File: src/rtl/uart_regfile_lb.sv
module uart_regfile_lb #(
  parameter int DATA_W = 32,
  parameter int ADDR_W = 6,
  parameter int DIV_W  = 16
) (
  input  logic              clk,
  input  logic              rst_n,
  input  logic              wr_en,
  input  logic [ADDR_W-1:0] wr_addr,
  input  logic [DATA_W-1:0] wr_data,
  input  logic              rd_en,
  input  logic [ADDR_W-1:0] rd_addr,
  output logic [DATA_W-1:0] rd_data,
  input  logic              pclk_en,
  input  logic              uclk_en,
  output logic              tx_irq,
  output logic              rx_irq,
  output logic              baud_tick
);
  localparam logic [ADDR_W-1:0] A_LINE = ADDR_W'(8'h00);
  localparam logic [ADDR_W-1:0] A_CTRL = ADDR_W'(8'h04);
  localparam logic [ADDR_W-1:0] A_FIFO = ADDR_W'(8'h08);
  localparam logic [ADDR_W-1:0] A_MODM = ADDR_W'(8'h0C);
  localparam logic [ADDR_W-1:0] A_STAT = ADDR_W'(8'h10);
  localparam logic [ADDR_W-1:0] A_ERRS = ADDR_W'(8'h14);
  localparam logic [ADDR_W-1:0] A_FILL = ADDR_W'(8'h18);
  localparam logic [ADDR_W-1:0] A_PINS = ADDR_W'(8'h1C);
  localparam logic [ADDR_W-1:0] A_TXB  = ADDR_W'(8'h20);
  localparam logic [ADDR_W-1:0] A_RXB  = ADDR_W'(8'h24);
  localparam logic [ADDR_W-1:0] A_DIV  = ADDR_W'(8'h28);
  localparam int B_LOOP = 5;
  localparam int B_RXLV = 8;
  localparam int B_TXLV = 9;
  localparam int B_CSEL = 10;
  localparam logic [DATA_W-1:0] STAT_INIT = DATA_W'(6);

  logic [DATA_W-1:0] line_q, ctrl_q, fifo_q, modm_q, stat_q, errs_q;
  logic [DATA_W-1:0] fill_q, pins_q, txb_q, rxb_q, div_q;
  logic [DATA_W-1:0] stat_d, rxb_d, rd_mux;
  logic              tx_lvl, rx_lvl, tx_pls, rx_pls, rx_lvl_d, tx_lvl_d;
  logic [DIV_W-1:0]  cnt_q;

  wire wr_ctrl = wr_en && wr_addr == A_CTRL;
  wire wr_txb  = wr_en && wr_addr == A_TXB;
  wire rd_rxb  = rd_en && rd_addr == A_RXB;
  wire loop_wr = wr_txb && ctrl_q[B_LOOP];
  wire cnt_en  = ctrl_q[B_CSEL] ? uclk_en : pclk_en;

  assign tx_irq = tx_lvl | tx_pls;
  assign rx_irq = rx_lvl | rx_pls;

  always_comb begin
    stat_d = stat_q;
    if (rd_rxb) stat_d[0] = 1'b0;
    if (wr_en && wr_addr == A_STAT) stat_d = wr_data;
    if (wr_txb) stat_d[2:1] = 2'b11;
    if (loop_wr) stat_d[0] = 1'b1;

    rxb_d = rxb_q;
    if (wr_en && wr_addr == A_RXB) rxb_d = wr_data;
    if (loop_wr) rxb_d = wr_data;

    rx_lvl_d = rx_lvl;
    if (rd_rxb && ctrl_q[B_RXLV]) rx_lvl_d = 1'b0;
    if (wr_ctrl && wr_data[B_RXLV]) rx_lvl_d = 1'b0;
    if (loop_wr && ctrl_q[B_RXLV]) rx_lvl_d = 1'b1;

    tx_lvl_d = tx_lvl;
    if (wr_ctrl && wr_data[B_TXLV]) tx_lvl_d = 1'b1;
    if (wr_txb && ctrl_q[B_TXLV]) tx_lvl_d = 1'b1;
  end

  always_comb begin
    case (rd_addr)
      A_LINE:  rd_mux = line_q;
      A_CTRL:  rd_mux = ctrl_q;
      A_FIFO:  rd_mux = fifo_q;
      A_MODM:  rd_mux = modm_q;
      A_STAT:  rd_mux = stat_q;
      A_ERRS:  rd_mux = errs_q;
      A_FILL:  rd_mux = fill_q;
      A_PINS:  rd_mux = pins_q;
      A_TXB:   rd_mux = txb_q;
      A_RXB:   rd_mux = rxb_q;
      A_DIV:   rd_mux = div_q;
      default: rd_mux = '1;
    endcase
  end

  always_ff @(posedge clk or negedge rst_n) begin
    if (!rst_n) begin
      line_q <= '0; ctrl_q <= '0; fifo_q <= '0; modm_q <= '0;
      errs_q <= '0; fill_q <= '0; pins_q <= '0; txb_q  <= '0;
      div_q  <= '0;
    end else if (wr_en) begin
      case (wr_addr)
        A_LINE: line_q <= wr_data;
        A_CTRL: ctrl_q <= wr_data;
        A_FIFO: fifo_q <= wr_data;
        A_MODM: modm_q <= wr_data;
        A_ERRS: errs_q <= wr_data;
        A_FILL: fill_q <= wr_data;
        A_PINS: pins_q <= wr_data;
        A_TXB:  txb_q  <= wr_data;
        A_DIV:  div_q  <= wr_data;
        default: ;
      endcase
    end
  end

  always_ff @(posedge clk or negedge rst_n) begin
    if (!rst_n) begin
      stat_q  <= STAT_INIT;
      rxb_q   <= '0;
      rd_data <= '0;
      tx_lvl  <= 1'b0;
      rx_lvl  <= 1'b0;
      tx_pls  <= 1'b0;
      rx_pls  <= 1'b0;
    end else begin
      stat_q <= stat_d;
      rxb_q  <= rxb_d;
      tx_lvl <= tx_lvl_d;
      rx_lvl <= rx_lvl_d;
      tx_pls <= wr_txb && !ctrl_q[B_TXLV];
      rx_pls <= loop_wr && !ctrl_q[B_RXLV];
      if (rd_en) rd_data <= rd_mux;
    end
  end

  always_ff @(posedge clk or negedge rst_n) begin
    if (!rst_n) begin
      cnt_q     <= '0;
      baud_tick <= 1'b0;
    end else begin
      baud_tick <= cnt_en && cnt_q == '0;
      if (cnt_en) cnt_q <= (cnt_q == '0) ? div_q[DIV_W-1:0] : cnt_q - 1'b1;
    end
  end
endmodule

File: config.mk
export PLATFORM = sky130hd
export DESIGN_NAME = uart_regfile_lb
export DESIGN_NICKNAME = d
export VERILOG_FILES = /design/src/rtl/uart_regfile_lb.sv
export SDC_FILE = /design/constraint.sdc
export NUM_CORES = 1
export LEC_CHECK = 0
export ABC_AREA = 1
export BUFFER_PORTS_ARGS = -buffer_cell sky130_fd_sc_hd__clkbuf_2
export CORE_AREA = 3 3 284 230
export CTS_CLUSTER_SIZE = 12
export DETAILED_ROUTE_END_ITERATION = 10
export DIE_AREA = 0 0 287 233
export GPL_TIMING_DRIVEN = 0
export SLEW_MARGIN = 20
export SYNTH_ARGS = -nofsm -noshare
export SYNTH_HDL_FRONTEND = slang
export SYNTH_SLANG_ARGS = --single-unit
File: constraint.sdc
create_clock -name clk -period 2.7 [get_ports clk]
set_input_delay 0.54 -clock clk [delete_from_list [all_inputs] [get_ports clk]]
set_output_delay 0.54 -clock clk [all_outputs]
set_load 0.01 [all_outputs]
# Word-level counts from Yosys, hierarchy flattened
# Index checks and enable logic that the tools add are counted.
[totals]
ram_bits = 0
wordCells = 90
in_bits = 50
output_inout_bits = 35
latch_bits = 0
reg_bits = 405
romBits = 0
memories = 0
[classes]
n_addsub = 1
shifts = 0
eq_ne = 20
magnitude_cmp = 0
n_bitwise = 2
reduce_logical = 33
n_mux = 14
div = 0
multipliers = 0
[op_table]
columns = ["op", "n"]
rows = [
  ["32-bit case mux with 11 select lines", 1],
  ["32-bit two-way mux", 2],
  ["6-bit by 5-bit equality test with 1-bit output (second input constant)", 8],
  ["6-bit equality test (second input constant)", 6],
  ["6-bit by 4-bit equality test with 1-bit output (second input constant)", 4],
  ["2-bit AND reduction", 9],
  ["16-bit logical NOT", 1],
  ["16-bit two-way mux", 1],
  ["16-bit by 1-bit subtractor with 16-bit output (second input constant)", 1],
  ["1-bit logical AND", 14],
  ["6-bit by 3-bit equality test with 1-bit output (second input constant)", 2],
  ["6-bit logical NOT", 2],
  ["1-bit two-way mux", 8],
  ["2-bit nonzero test", 3],
  ["3-bit nonzero test", 2],
  ["3-bit two-way mux", 1],
  ["1-bit logical NOT", 2],
  ["2-bit two-way mux", 1],
  ["1-bit OR", 2],
]

# Depth between registers and ports, before layout
[depth]
word_depth = 6
ltp_mapped = 11
mapped_depth_nobuf = 10

# Worst setup path after synthesis
# OpenSTA, ideal clock, no wires.
[synth_timing]
path_type = "input-to-reg"
startpoint = "in wr_addr[1]"
endpoint = "reg rxb_q[10]"
setup_time_ns = 0.130
n_path_buf = 1
path_slack_ns = 1.054
arrival_ns = 1.517
required_time_ns = 2.570
stages = 7
cell_sequence = "nor2_1 -> inv_2 -> nor3_2 -> inv_2 -> o21ai_4 -> buf_6 -> a21oi_2"
[synth_between]
elab_chain_cells = 4
elab_cells_between_ends = 7
cone_classes = "2 x eq/ne; 1 x mux; 4 x reduce/logical"
[synth_lines]
columns = ["item", "line", "source"]
rows = [
  ["from (decl)", "9", "input logic [ADDR_W-1:0] wr_addr,"],
  ["6-bit equality test", "44", "wire wr_txb = wr_en && wr_addr == A_TXB;"],
  ["1-bit logical AND", "44", ""],
  ["1-bit logical AND", "46", "wire loop_wr = wr_txb && ctrl_q[B_LOOP];"],
  ["32-bit two-way mux or 2-bit nonzero test (tied branches)", "n/a", ""],
  ["to (signal assigned)", "122", "rxb_q <= rxb_d;"],
  ["to (decl)", "38", "logic [DATA_W-1:0] fill_q, pins_q, txb_q, rxb_q, div_q;"],
]
# Parallel ways exist; a longest one is shown, timed or not.
# A chain may end at the register's enable or synchronous reset.

# Final worst setup path
[layout_timing]
startpoint = "in rd_addr[5]"
endpoint = "reg rd_data[10]"
[layout_between]
elab_chain_cells = 2
elab_cells_between_ends = 12
cone_classes = "10 x eq/ne; 1 x mux; 1 x reduce/logical"
[layout_lines]
columns = ["item", "line", "source"]
rows = [
  ["from (decl)", "12", "input logic [ADDR_W-1:0] rd_addr,"],
  ["6-bit equality test, or another cell as far along", "74", "case (rd_addr)"],
  ["32-bit case mux with 11 select lines *", "74", ""],
  ["to (signal assigned)", "127", "if (rd_en) rd_data <= rd_mux;"],
  ["to (decl)", "13", "output logic [DATA_W-1:0] rd_data,"],
]
# Every way passes the cells marked *; elsewhere a longest branch is shown, timed or not.

==> results.sh <==
export IMPL_power_density_nw_per_um2=716
export IMPL_maxCapViolCount=0
export IMPL_cp_start_kind="primary input"
export IMPL_crit_slowest_cell="buf_1"
export IMPL_area_growth_pct=16.0
export IMPL_gp_congestion=0.953
export IMPL_syn_nets=2373
export IMPL_die_x_um=287
export IMPL_crit_arrival_ns=3.00
export IMPL_placed_cell_area_um2=20400
export IMPL_worstPathRequired_ns=3.20
export IMPL_reg2reg_from="cnt_q[0]"
export IMPL_ys_flop_type="dfrtp_1"
export IMPL_max_freq_mhz=400
export IMPL_tightest_slew_ns=1.27
export IMPL_hold_viol=0
export IMPL_vias=18100
export IMPL_stdcell_area_um2=21800
export IMPL_path_max_fanout=10
export IMPL_overflow=0
export IMPL_syn_inst=2321
export IMPL_worst_setup_path_type="primary input to register"
export IMPL_grt_pass1_wl_um=114000
export IMPL_grt_total_usage=0.232
export IMPL_drt_iter0_drc=2438
export IMPL_finalSetupTns_ns=0
export IMPL_cts_buffers=43
export IMPL_htreeDepth=2
export IMPL_fp_dieH_um=233
export IMPL_wl_per_cell_um=23.6
export IMPL_io_pins=85
export IMPL_route_detailed_drc=0
export IMPL_ys_ff_latch=405
export IMPL_viasPerCell=5.44
export IMPL_dieArea_um2=66900
export IMPL_ff2ff_setup_slack_ns=0.79
export IMPL_ant_nets=0
export IMPL_cts_tree="done"
export IMPL_port_buffers=83
export IMPL_reg2regPathDepth=8
export IMPL_rsz0062_at_grt="false"
export IMPL_row_count=82
export IMPL_run_status="complete, no violations"
export IMPL_r2r_end="cnt_q[4]"
export IMPL_drv_slew=0
export IMPL_grt_pass1_vias=16900
export IMPL_netlist_area_um2=18800
export IMPL_grt_max_degree=88
export IMPL_min_period_ns=2.50
export IMPL_seq_area_frac_synth=0.539
export IMPL_cpPeakStageDelay_ns=0.97
export IMPL_clock_sinks=405
export IMPL_worst_path_most_repeated_cell="nor2_1"
export IMPL_insertion_delay_ns=0.57
export IMPL_initial_core_util=0.300
export IMPL_p_leak_nw=10.5
export IMPL_yosys_warnings=0
export IMPL_whs_path_depth=3
export IMPL_max_slew_margin=0.154
export IMPL_ir_drop_v=0.000359
export IMPL_core_area_um2=62600
export IMPL_layout_drive_gt1_share=0.109
export IMPL_synth_edf_count=0
export IMPL_cts_buffer_depth=3
export IMPL_wirelength_um=78500
export IMPL_finalSetupViolations=0
export IMPL_synth_distinct_cells=33
export IMPL_nets=2508
export IMPL_synth_avg_cell_area_um2=8.10
export IMPL_cts_root_buf="clkbuf_16"
export IMPL_cp_end_kind="register"
export IMPL_antenna_found_initial=1
export IMPL_place_hpwl_um=54000
export IMPL_worst_hold_path_endpoint="txb_q[16]"
export IMPL_post_route_period_util=0.926
export IMPL_worstHoldStart="wr_data[16]"
export IMPL_fin_skew_ns=0.0161
export IMPL_hp_class="primary input to register"
export IMPL_postCtsSetupBuffers=0
export IMPL_clk_pin_slew_ns=0.06
export IMPL_crit_chain="clkbuf_2, nor2_1, buf_2, buf_1, nand3_1, nand2_1, nor2_1, nand3_1, nor2_1, nor2_1"
export IMPL_firstDrtPassIters=5
export IMPL_synthArstFlopShare=1.00
[through the flow]
| stage | hold slack (ns) | total power, mW | utilization | instances | setup WS, ns |
|---|---|---|---|---|---|
| final | 0.209 | 15.6 | 0.348 | 3322 | 0.199 |
| after global routing | 0.219 | 16.3 | 0.348 | 3321 | 0.199 |
| after CTS | 0.195 | 15.6 | 0.348 | 3321 | 0.405 |
| after detailed placement | 0.449 | 9.73 | 0.326 | 3250 | -0.175 |
| after global placement | 0.448 | 9.65 | 0.324 | 3244 | -8.51 |
| after floorplan | 0.244 | 8.82 | - | 2321 | 1.05 |
[layout by cell type, fill, tap and decap left out, types with 5 or more instances in the layout]
cell type  instances
nand2_1          592
dfrtp_1          403
o21ai_0          337
nor2_1           288
nand3_1          212
nand4_1          131
clkbuf_1         108
inv_1            102
clkbuf_2          82
buf_2             55
clkbuf_16         44
a21oi_2           24
clkbuf_8          12
o21ai_1            8
buf_4              8
a21oi_1            8
nor2_2             7
buf_6              6
buf_16             5
[cell families after synthesis]
logic type / Yosys count / synth area share
and+or+nand+nor: 1249 / 0.286
DFF: 405 / 0.539
AOI/OAI and AO/OA: 384 / 0.108
buffers and inverters: 277 / 0.0630
xor gates and xnor gates: 4 / 0.00186
adders and majority gates: 2 / 0.00133
[layout make-up]
| class | instances | area [um^2] |
|---|---|---|
| Timing Repair Buffer | 90 | 587 |
| Antenna cell | 1 | 2.50 |
| Buffer | 172 | 790 |
| Sequential cell | 405 | 10100 |
| Tap cell | 840 | 1050 |
| Fill cell | 6680 | 40800 |
| Multi-Input combinational cell | 1639 | 7480 |
| Clock inverter | 7 | 81.3 |
| Clock buffer | 63 | 1280 |
| Inverter | 105 | 394 |
[flip-flops by register name (all words and copies together) (netlist names), 16 cells and up]
signal   count
div_q       32
errs_q      32
ctrl_q      32
cnt_q       16
modm_q      32
pins_q      32
rd_data     32
txb_q       32
stat_q      32
fill_q      32
rxb_q       32
fifo_q      32
line_q      32
[repair_timing]
item / 4_1_cts / 5_1_grt
hold buffers: 1 / 0
endpoints found under the hold margin: 24 / 0
resized for setup: 0 / 0
[cell usage after synthesis, types with 6 or more instances]
library cell	instances	area, um^2
nand2_1	592	2220
dfrtp_1	403	10100
o21ai_0	337	1690
nor2_1	289	1080
nand3_1	212	1060
nand4_1	131	820
inv_1	102	383
clkbuf_1	100	375
buf_2	55	275
a21oi_2	24	210
a21oi_1	8	40.0
buf_4	8	60.1
o21ai_1	8	40.0
buf_6	6	67.6
nor2_2	6	37.5
[worst max path at each step]
stage | startpoint | end | slack [ns] | cells past startpoint
2_1_floorplan | wr_addr[1] | rxb_q[10] | 1.05 | 7
3_3_place_gp | rst_n | rd_data[31] | -8.51 | 1
3_5_place_dp | rd_addr[5] | rd_data[10] | -0.17 | 10
4_1_cts | rd_addr[5] | rd_data[10] | 0.41 | 10
5_1_grt | rd_addr[5] | rd_data[10] | 0.20 | 10
6_report | rd_addr[5] | rd_data[10] | 0.20 | 10
[power breakdown]
| part | switching [mW] | total [mW] | internal (mW) |
|---|---|---|---|
| sequential | 0.545 | 7.50 | 6.96 |
| combinational | 1.47 | 2.18 | 0.709 |
| clock | 2.55 | 5.92 | 3.37 |
| total | 4.57 | 15.6 | 11.0 |
[metal layers]
layer	routed length, um	track usage	vias up
li1	-	-	7916
met1	34000	0.342	8863
met2	30500	0.312	1123
met3	11100	0.0818	174
met4	2740	0.0730	2
met5	62	0.00809	-
[worst max-delay path: cells and delay by family]
family / cells / cell delay, ns
buffers and inverters: 3 / 1.42
AND/OR/NAND/NOR: 7 / 1.03
Note: power is estimated with default switching activity, not from simulation.
